[src/rtl/muldiv_pkg.sv]
// Shared definitions for the multiply/divide engine: function codes and
// the sequencing states. Assumes the decoder passes the 6-bit function field.
package muldiv_pkg;
    localparam logic [5:0] FN_MULS = 6'b011000;
    localparam logic [5:0] FN_MULU = 6'b011001;
    localparam logic [5:0] FN_DIVS = 6'b011010;
    localparam logic [5:0] FN_DIVU = 6'b011011;

    typedef enum logic [1:0] {
        ST_IDLE = 2'd0,
        ST_RUN  = 2'd1,
        ST_FIN  = 2'd2
    } md_state_t;
endpackage

[src/rtl/muldiv_ctrl.sv]
// Sequencer: after an accepted start it runs ITER iteration cycles and then
// one commit cycle. Assumes accept is only raised while idle.
module muldiv_ctrl
    import muldiv_pkg::*;
#(
    parameter int ITER = 32
) (
    input  logic clk,
    input  logic rst_n,
    input  logic accept,
    output logic running,
    output logic finish,
    output logic busy
);
    localparam int CW = (ITER > 1) ? $clog2(ITER) : 1;

    md_state_t      state;
    logic [CW-1:0]  cnt;

    // State and iteration counter update
    always_ff @(posedge clk) begin
        if (!rst_n) begin
            state <= ST_IDLE;
            cnt   <= '0;
        end else begin
            case (state)
                ST_IDLE: if (accept) begin
                    state <= ST_RUN;
                    cnt   <= '0;
                end
                ST_RUN: begin
                    if (cnt == CW'(ITER - 1)) state <= ST_FIN;
                    else                      cnt   <= cnt + 1'b1;
                end
                default: state <= ST_IDLE;
            endcase
        end
    end

    // Decoded status outputs
    always_comb begin
        running = (state == ST_RUN);
        finish  = (state == ST_FIN);
        busy    = (state != ST_IDLE);
    end
endmodule

[src/rtl/muldiv_operand.sv]
// Operand conditioning: turns signed operands into magnitudes and reports
// their signs. Assumes two's complement inputs; unsigned ops pass through.
module muldiv_operand #(
    parameter int WIDTH = 32
) (
    input  logic [WIDTH-1:0] a,
    input  logic [WIDTH-1:0] b,
    input  logic             is_signed,
    output logic [WIDTH-1:0] a_mag,
    output logic [WIDTH-1:0] b_mag,
    output logic             a_neg,
    output logic             b_neg
);
    // Sign detection and magnitude selection
    always_comb begin
        a_neg = is_signed & a[WIDTH-1];
        b_neg = is_signed & b[WIDTH-1];
        a_mag = a_neg ? -a : a;
        b_mag = b_neg ? -b : b;
    end
endmodule

[src/rtl/muldiv_step.sv]
// One radix-2 iteration on the {hi,lo} work pair through a single adder:
// shift-add for multiply, restoring shift-subtract for divide.
// Assumes m holds the multiplicand or divisor magnitude.
module muldiv_step #(
    parameter int WIDTH = 32
) (
    input  logic             is_div,
    input  logic [WIDTH-1:0] hi,
    input  logic [WIDTH-1:0] lo,
    input  logic [WIDTH-1:0] m,
    output logic [WIDTH-1:0] hi_n,
    output logic [WIDTH-1:0] lo_n
);
    logic [WIDTH:0] sh;
    logic [WIDTH:0] base;
    logic [WIDTH:0] addend;
    logic [WIDTH:0] sum;

    // Shared add/subtract and result steering
    always_comb begin
        sh     = {hi, lo[WIDTH-1]};
        base   = is_div ? sh : {1'b0, hi};
        addend = is_div ? ~{1'b0, m} : (lo[0] ? {1'b0, m} : '0);
        sum    = base + addend + {{WIDTH{1'b0}}, is_div};
        if (is_div) begin
            hi_n = sum[WIDTH] ? sh[WIDTH-1:0] : sum[WIDTH-1:0];
            lo_n = {lo[WIDTH-2:0], ~sum[WIDTH]};
        end else begin
            hi_n = sum[WIDTH:1];
            lo_n = {sum[0], lo[WIDTH-1:1]};
        end
    end
endmodule

[src/rtl/muldiv_unit.sv]
// Multiply/divide engine with private HI/LO registers. Iterates on operand
// magnitudes in work registers, then fixes signs and commits to HI/LO in one
// final cycle. Assumes consumers stall on busy_o before reading results.
module muldiv_unit
    import muldiv_pkg::*;
#(
    parameter int WIDTH = 32
) (
    input  logic             clk,
    input  logic             rst_n,
    input  logic             start_i,
    input  logic [5:0]       func_i,
    input  logic [WIDTH-1:0] opa_i,
    input  logic [WIDTH-1:0] opb_i,
    input  logic             mthi_i,
    input  logic             mtlo_i,
    input  logic [WIDTH-1:0] mt_data_i,
    output logic             busy_o,
    output logic [WIDTH-1:0] hi_o,
    output logic [WIDTH-1:0] lo_o
);
    localparam int DW = 2 * WIDTH;

    logic             fn_ok, accept, running, finish, busy;
    logic [WIDTH-1:0] a_mag, b_mag;
    logic             a_neg, b_neg;
    logic [WIDTH-1:0] w_hi, w_lo, mcand, st_hi, st_lo;
    logic             op_div, op_sgn, neg_a, neg_b;
    logic [WIDTH-1:0] hi_q, lo_q, res_hi, res_lo;
    logic [DW-1:0]    prod_raw, prod_fix;

    // Request decode: accept only a known code while idle
    always_comb begin
        fn_ok  = (func_i[5:2] == FN_MULS[5:2]);
        accept = start_i & fn_ok & ~busy;
    end

    muldiv_ctrl #(.ITER(WIDTH)) ctrl_i (
        .clk     (clk),
        .rst_n   (rst_n),
        .accept  (accept),
        .running (running),
        .finish  (finish),
        .busy    (busy)
    );

    muldiv_operand #(.WIDTH(WIDTH)) opnd_i (
        .a         (opa_i),
        .b         (opb_i),
        .is_signed (~func_i[0]),
        .a_mag     (a_mag),
        .b_mag     (b_mag),
        .a_neg     (a_neg),
        .b_neg     (b_neg)
    );

    muldiv_step #(.WIDTH(WIDTH)) step_i (
        .is_div (op_div),
        .hi     (w_hi),
        .lo     (w_lo),
        .m      (mcand),
        .hi_n   (st_hi),
        .lo_n   (st_lo)
    );

    // Work registers: load magnitudes on accept, iterate while running
    always_ff @(posedge clk) begin
        if (!rst_n) begin
            w_hi   <= '0;
            w_lo   <= '0;
            mcand  <= '0;
            op_div <= 1'b0;
            op_sgn <= 1'b0;
            neg_a  <= 1'b0;
            neg_b  <= 1'b0;
        end else if (accept) begin
            w_hi   <= '0;
            w_lo   <= a_mag;
            mcand  <= b_mag;
            op_div <= func_i[1];
            op_sgn <= ~func_i[0];
            neg_a  <= a_neg;
            neg_b  <= b_neg;
        end else if (running) begin
            w_hi   <= st_hi;
            w_lo   <= st_lo;
        end
    end

    // Sign correction of the finished magnitudes
    always_comb begin
        prod_raw = {w_hi, w_lo};
        prod_fix = (op_sgn & (neg_a ^ neg_b)) ? -prod_raw : prod_raw;
        if (op_div) begin
            res_lo = (op_sgn & (neg_a ^ neg_b)) ? -w_lo : w_lo;
            res_hi = (op_sgn & neg_a) ? -w_hi : w_hi;
        end else begin
            res_hi = prod_fix[DW-1:WIDTH];
            res_lo = prod_fix[WIDTH-1:0];
        end
    end

    // Architectural HI/LO: commit on finish, direct loads only when idle
    always_ff @(posedge clk) begin
        if (!rst_n) begin
            hi_q <= '0;
            lo_q <= '0;
        end else if (finish) begin
            hi_q <= res_hi;
            lo_q <= res_lo;
        end else if (!busy && !accept) begin
            if (mthi_i) hi_q <= mt_data_i;
            if (mtlo_i) lo_q <= mt_data_i;
        end
    end

    assign busy_o = busy;
    assign hi_o   = hi_q;
    assign lo_o   = lo_q;
endmodule

[config.mk]
export PLATFORM = sky130hd
export DESIGN_NAME = muldiv_unit
export DESIGN_NICKNAME = d
export VERILOG_FILES = /design/src/rtl/muldiv_pkg.sv /design/src/rtl/muldiv_ctrl.sv /design/src/rtl/muldiv_operand.sv /design/src/rtl/muldiv_step.sv /design/src/rtl/muldiv_unit.sv
export SDC_FILE = /design/constraint.sdc
export NUM_CORES = 1
export LEC_CHECK = 0
export ABC_CLOCK_PERIOD_IN_PS = 7700
export BUFFER_PORTS_ARGS = -buffer_cell sky130_fd_sc_hd__buf_2
export CORE_MARGIN = 2
export CORE_UTILIZATION = 65
export DETAILED_ROUTE_END_ITERATION = 8
export PLACE_DENSITY_LB_ADDON = 0.25
export SLEW_MARGIN = 30
export SYNTH_ARGS = -nofsm -noshare
export SYNTH_HDL_FRONTEND = slang
export SYNTH_SLANG_ARGS = --single-unit
[constraint.sdc]
create_clock -name clk -period 7.7 [get_ports clk]
set_input_delay 0.77 -clock clk [delete_from_list [all_inputs] [get_ports clk]]
set_output_delay 0.77 -clock clk [all_outputs]
set_load 0.1 [all_outputs]
==> Yosys cells after proc, flatten, opt, wreduce, memory -nomap -nowiden <==
Cells that the tools add are included.
{ "classes": {"n_bitwise": 12, "eq_ne": 7, "reduce_logical": 15, "addsub": 8, "mux": 27} }
{ "op_table": {"columns": ["op", "n"], "rows": [
  ["$mux W32", 18],
  ["$neg A32 Y32", 4],
  ["$mux W33", 2],
  ["$mux W64", 1],
  ["$neg A64 Y64", 1],
  ["$add A33 B1 Y33", 1],
  ["$add A33 B33 Y33", 1],
  ["$not A32 Y33", 1],
  ["$reduce_bool A2 Y1", 6],
  ["$mux W5", 2],
  ["$pmux W5 S2", 1],
  ["$and A1 B1 Y1", 6],
  ["$ne A2 B2 Y1 const B", 3],
  ["$reduce_and A2 Y1", 3],
  ["$add A5 B1 Y5 const B", 1],
  ["$eq A5 B5 Y1 const B", 1],
  ["$eq A4 B3 Y1 const B", 1],
  ["$mux W2", 2],
  ["$not A1 Y1", 4],
  ["$pmux W2 S2", 1],
  ["$reduce_and A3 Y1", 1],
  ["$eq A2 B1 Y1 const B", 1],
  ["$eq A2 B2 Y1 const B", 1],
  ["$logic_not A1 Y1", 2],
  ["other kinds (4)", 4]
]} }
{ "word_totals": {"output_inout_bits": 65, "ff_bits": 171, "inputBits": 107} }

==> Longest topological paths before layout <==
{ "depth": {"depth_word": 8, "ltp_mapped": 21, "depth_no_buf": 15} }

==> Modules after synthesis <==
A second synthesis with hierarchy kept.
{ "hier_totals": {"cells_unflattened": 1747, "hier_area_um2": 14146.1} }
{ "modules_own_cells": {"columns": ["module", "instances", "cells_per_inst", "seq_area_each_um2", "area_each_um2"], "rows": [
  ["muldiv_unit", 1, 1036, 3283.1, 8818.5],
  ["muldiv_step", 1, 456, 0.0, 3524.6],
  ["muldiv_operand", 1, 212, 0.0, 1408.9],
  ["muldiv_ctrl", 1, 43, 140.1, 394.1]
]} }

==> Worst setup path before layout <==
OpenSTA, ideal clock, no wires.
{ "synth_timing": {"kind": "register to register", "startpoint": "register op_div", "endpoint": "register w_hi[10]", "t_required_ns": 7.568, "path_slack_ns": 2.865, "synth_period_minus_slack_ns": 4.835, "stages_incl_launch_ff": 22, "t_arrival_ns": 4.703, "path_cell_list": "dfxtp_1 clkbuf_1 buf_1 clkbuf_1 buf_2 clkbuf_1 nand2_1 o21ai_0 fa_1 inv_1 fa_1 nand2b_1 a21oi_1 o21bai_1 a211oi_2 o21a_2 o211a_1 o211ai_1 buf_4 buf_6 mux2i_1 o22ai_1"} }
{ "synth_between": {"elab_chain_len": 5} }
{ "synth_lines": {"columns": ["item", "line", "source"], "rows": [
  ["start: declaration", "muldiv_unit.sv:28", "logic op_div, op_sgn, neg_a, neg_b;"],
  ["start signal: assignment", "muldiv_unit.sv:80", "op_div <= func_i[1];"],
  ["$mux W33, on equally long branches", "muldiv_step.sv:22, muldiv_step.sv:23", null],
  ["$add A33 B33 Y33", "muldiv_step.sv:24", "sum = base + addend + {{WIDTH{1'b0}}, is_div};"],
  ["$add A33 B1 Y33", "muldiv_step.sv:24", null],
  ["$mux W32", "muldiv_step.sv:26", "hi_n = sum[WIDTH] ? sh[WIDTH-1:0] : sum[WIDTH-1:0];"],
  ["$mux W32 (*)", "muldiv_step.sv:25", "if (is_div) begin"],
  ["end signal: assignment", "muldiv_unit.sv:85", "w_hi <= st_hi;"],
  ["end: declaration", "muldiv_unit.sv:27", "logic [WIDTH-1:0] w_hi, w_lo, mcand, st_hi, st_lo;"]
]} }
Every way passes the cells marked *; elsewhere a longest branch is shown, timed or not.
A chain may end at the register's enable or synchronous reset.

==> Worst setup path in the final report <==
{ "layout_timing": {"startpoint": "register op_div", "endpoint": "register w_hi[17]"} }
The elaborated chain is that of the path after synthesis.

==> impl_results.md <==
- Worst Path Class, Setup: flip-flop to flip-flop
- Max clock buf depth: 2
- Io pins: 172
- DR vias: 14,600
- Switching share of power: 34.67%
- Chip height: 150.6 µm
- Mapped Cells: 1,890
- Reg-to-reg setup timing slack: 2.24 ns
- CP Capture Type: flip-flop
- Initial DRC count: 1,548
- Clock latency at the later pin of the worst-skew pair: 0.45 ns
- Setup crit start kind: flip-flop
- Most area-hungry cell type in the Yosys netlist: dfxtp_1
- Antenna violations before repair: 0
- Final slew viol count: 0
- Endpoints failing setup: 0
- DRC: 0
- Crit path top cell by count: fa_1
- Final Power: 2.322 mW
- H-tree depth: 4
- GRT Overall Usage: 38.74%
- Starting density of the core: 66.41%
- Synth unique cells: 87
- RSZ-0062 raised after global routing: no
- Top Family by Delay on Critical Path: compound AO/OA/AOI/OAI gates
- Core area: 21,020 µm²
- Routed len/inst: 19.97 µm
- Slew HR: 35.32%
- Synth Register Bits: 171
- Vias in the first global route: 12,980
- Status: finished, final reports clean
- Synth warn: 0
- Sequential area share after synthesis: 24.52%
- Cts repair resizes: 0
- Die area: 22,670 µm²
- Post-synthesis instance area: 13,960 µm²
- Clock Sinks: 171
- Hold Crit Class: flip-flop to flip-flop
- Filler cell count: 1,711
- Buf/Inv on CP: 3
- Int Power: 1.517 mW
- Multi-input gate area: 9868 µm²
- Ranking of synthesized cells by area: dfxtp_1, nand2_1, a21oi_1
- Residual overflow from global routing: 0
- Setup TNS: 0 ns
- Async SR Flop Fraction: 0%
- Reg area: 3427 µm²
- Max-cap violation count: 0
- DPL Wire Length: 32.98 mm
- Root buffer cell: clkbuf_16
- CP required: 8.00 ns
- Hold Fails Final Rpt: 0
- Total detailed-routing wirelength: 44.58 mm
- Final min period: 5.463 ns
- Combinational share of power: 20.5%
- Synthesized area per cell: 7.387 µm²
- Post-route insts no fill: 2,232
- Flop pwr share: 40.5%
- Ratio of cells with drive above 1 in the final layout: 14.57%
- Final period utilization: 70.95%
- Final nets: 2,089
- Worst Skew: 0.01478 ns
- Crit path cell chain: inv_2 -> nand3_1 -> o21ai_0 -> fa_1 -> inv_1 -> fa_1 -> nand2b_1 -> a21oi_1 -> o21bai_1 -> a211oi_2 -> o21a_2 -> o211a_1 -> o211ai_1 -> buf_4 -> mux2i_1 -> a21boi_0
- Die width: 150.6 µm
- Routed Antenna Nets: 0
- Via density: 6.541
- IR drop worst, VDD: 0.1330 mV
- Slowest cell on the critical path: dfxtp_4
- CTS tree: yes
- Leak: 6.532 nW
- Clock power frac: 39.0%
- Cells after DPL: 2,199
- Mapped Nets: 2,036
- PortBufs: 171
- # rows: 53
- Post-synth EDFFs: 0
- Largest net degree at the start of global routing: 92
- Synth top area share: 24.52%
- CTS Hold Bufs: 0
- Placer Congestion: 0.9681
- Switch Pwr: 0.8050 mW
- First-pass GRT wire length: 69.37 mm
- Achievable Freq: 183.0 MHz
- Area growth from synthesis to layout: 9.975%
- TritonCTS Buffers: 17
- 1st-pass router iterations: 6
- Power Density: 151.2 nW/µm²
- Worst Path Max Fanout: 64
- Tightest Pin Transition: 0.9703 ns
- CP peak stage delay: 0.89 ns
- Primary FF master, synth: dfxtp_1
- Post-CTS Setup Bufs: 0
- Worst-path clk slew: 0.08 ns
- CP Data Arrival Time: 5.77 ns
-- routing by layer --
metal,up-vias,track usage (%),routed length (µm)
met3,100,7.000,4470
met1,6825,56.29,19560
met4,0,13.30,1182
met5,-,0,0
met2,758,57.39,19360
li1,6916,-,-
-- power groups by stage --
stage | logic, mW | registers, mW | clock network (mW)
after CTS | 0.469 | 0.939 | 0.906
after global placement | 0.459 | 0.959 | 0
after floorplan | 0.197 | 1.11 | 0
final | 0.475 | 0.940 | 0.907
after detailed placement | 0.466 | 0.959 | 0
after global routing | 0.504 | 0.943 | 0.944
-- cells by family (layout without fill, tap and decap cells) --
family	count (synthesis)	after routing	synth area share, %
other cells	0	1	0
simple gates	692	692	24.25
compound gates	580	580	26.95
fa+ha+maj	39	39	3.603
mux	92	92	6.874
flops	171	171	24.52
xor+xnor	138	138	8.657
buf+inv	178	244	5.144
-- per-stage QoR --
| stage | cell area, µm² | hold WS [ns] | util [%] | worst slack [ns] |
|---|---|---|---|---|
| 2_1_floorplan | 13960 | 0.4536 | - | 2.865 |
| 3_3_place_gp | 14690 | 0.4368 | 69.90 | 2.548 |
| 3_5_place_dp | 14730 | 0.4563 | 70.07 | 2.354 |
| 4_1_cts | 15350 | 0.4676 | 73.01 | 2.348 |
| 5_1_grt | 15350 | 0.4910 | 73.03 | 1.862 |
| 6_report | 15350 | 0.4698 | 73.04 | 2.237 |
-- sequential cells by signal, indices dropped and copies added, names as in the netlist --
name and count:
w_hi 32, hi_o 32, ctrl_i.cnt 5, lo_o 32, op_div 1, neg_a 1
mcand 32, neg_b 1, op_sgn 1, ctrl_i.state 2, w_lo 32
-- Yosys cell counts (all sizes together) (4+ instances only) --
master	instances
nand3	73
nor3b	4
nand4	11
xnor2	65
ha	37
a31oi	13
a211o	4
and3	11
mux2	31
a2111oi	5
inv	24
o311ai	4
nor2b	67
buf	25
a311oi	6
or4	7
clkbuf	128
a21o	13
o22ai	10
nor3	51
dfxtp	171
o221ai	5
xor2	73
mux2i	61
o21bai	5
o211a	33
o21a	9
a211oi	57
and2	14
or2	6
a21boi	18
o41ai	11
o21ai	159
o211ai	17
nand2	213
a21oi	156
o31ai	27
nand2b	34
a22oi	7
nor2	144
or3	30
nor4	15
-- placed cells by master (no fill, tap or decap), drive strengths merged, types with 61 or more instances in the layout --
cell   synthesis  routed
mux2i         61      61
nor2b         67      67
nor2         144     144
buf           25     187
xnor2         65      65
dfxtp        171     171
nand3         73      73
a21oi        156     156
o21ai        159     159
xor2          73      73
nand2        213     213
-- layout make-up --
cell class,count,area share [%]
diodes,1,0.01630
clock buffers,18,2.860
clock inverters,14,1.173
inverters,25,0.6112
multi-input cells,1541,64.27
flip-flops and latches,171,22.32
well taps,275,2.241
repair buffers,187,6.503
-- tightest hold or removal path, stage by stage (launching register included) --
cell and delay, ns:
dfxtp_1 0.32, nand3_1 0.06, nand2_1 0.05
-- path summary, 6_finish.rpt --
| check | from | end | cells after the start |
|---|---|---|---|
| setup reg to reg | op_div | w_hi[17] | 16 |
| hold reg to reg | hi_o[20] | hi_o[20] | 2 |
| hold / removal | hi_o[20] | hi_o[20] | 2 |
| setup / recovery | op_div | w_hi[17] | 16 |
Note: power is estimated with default switching activity, not from simulation.
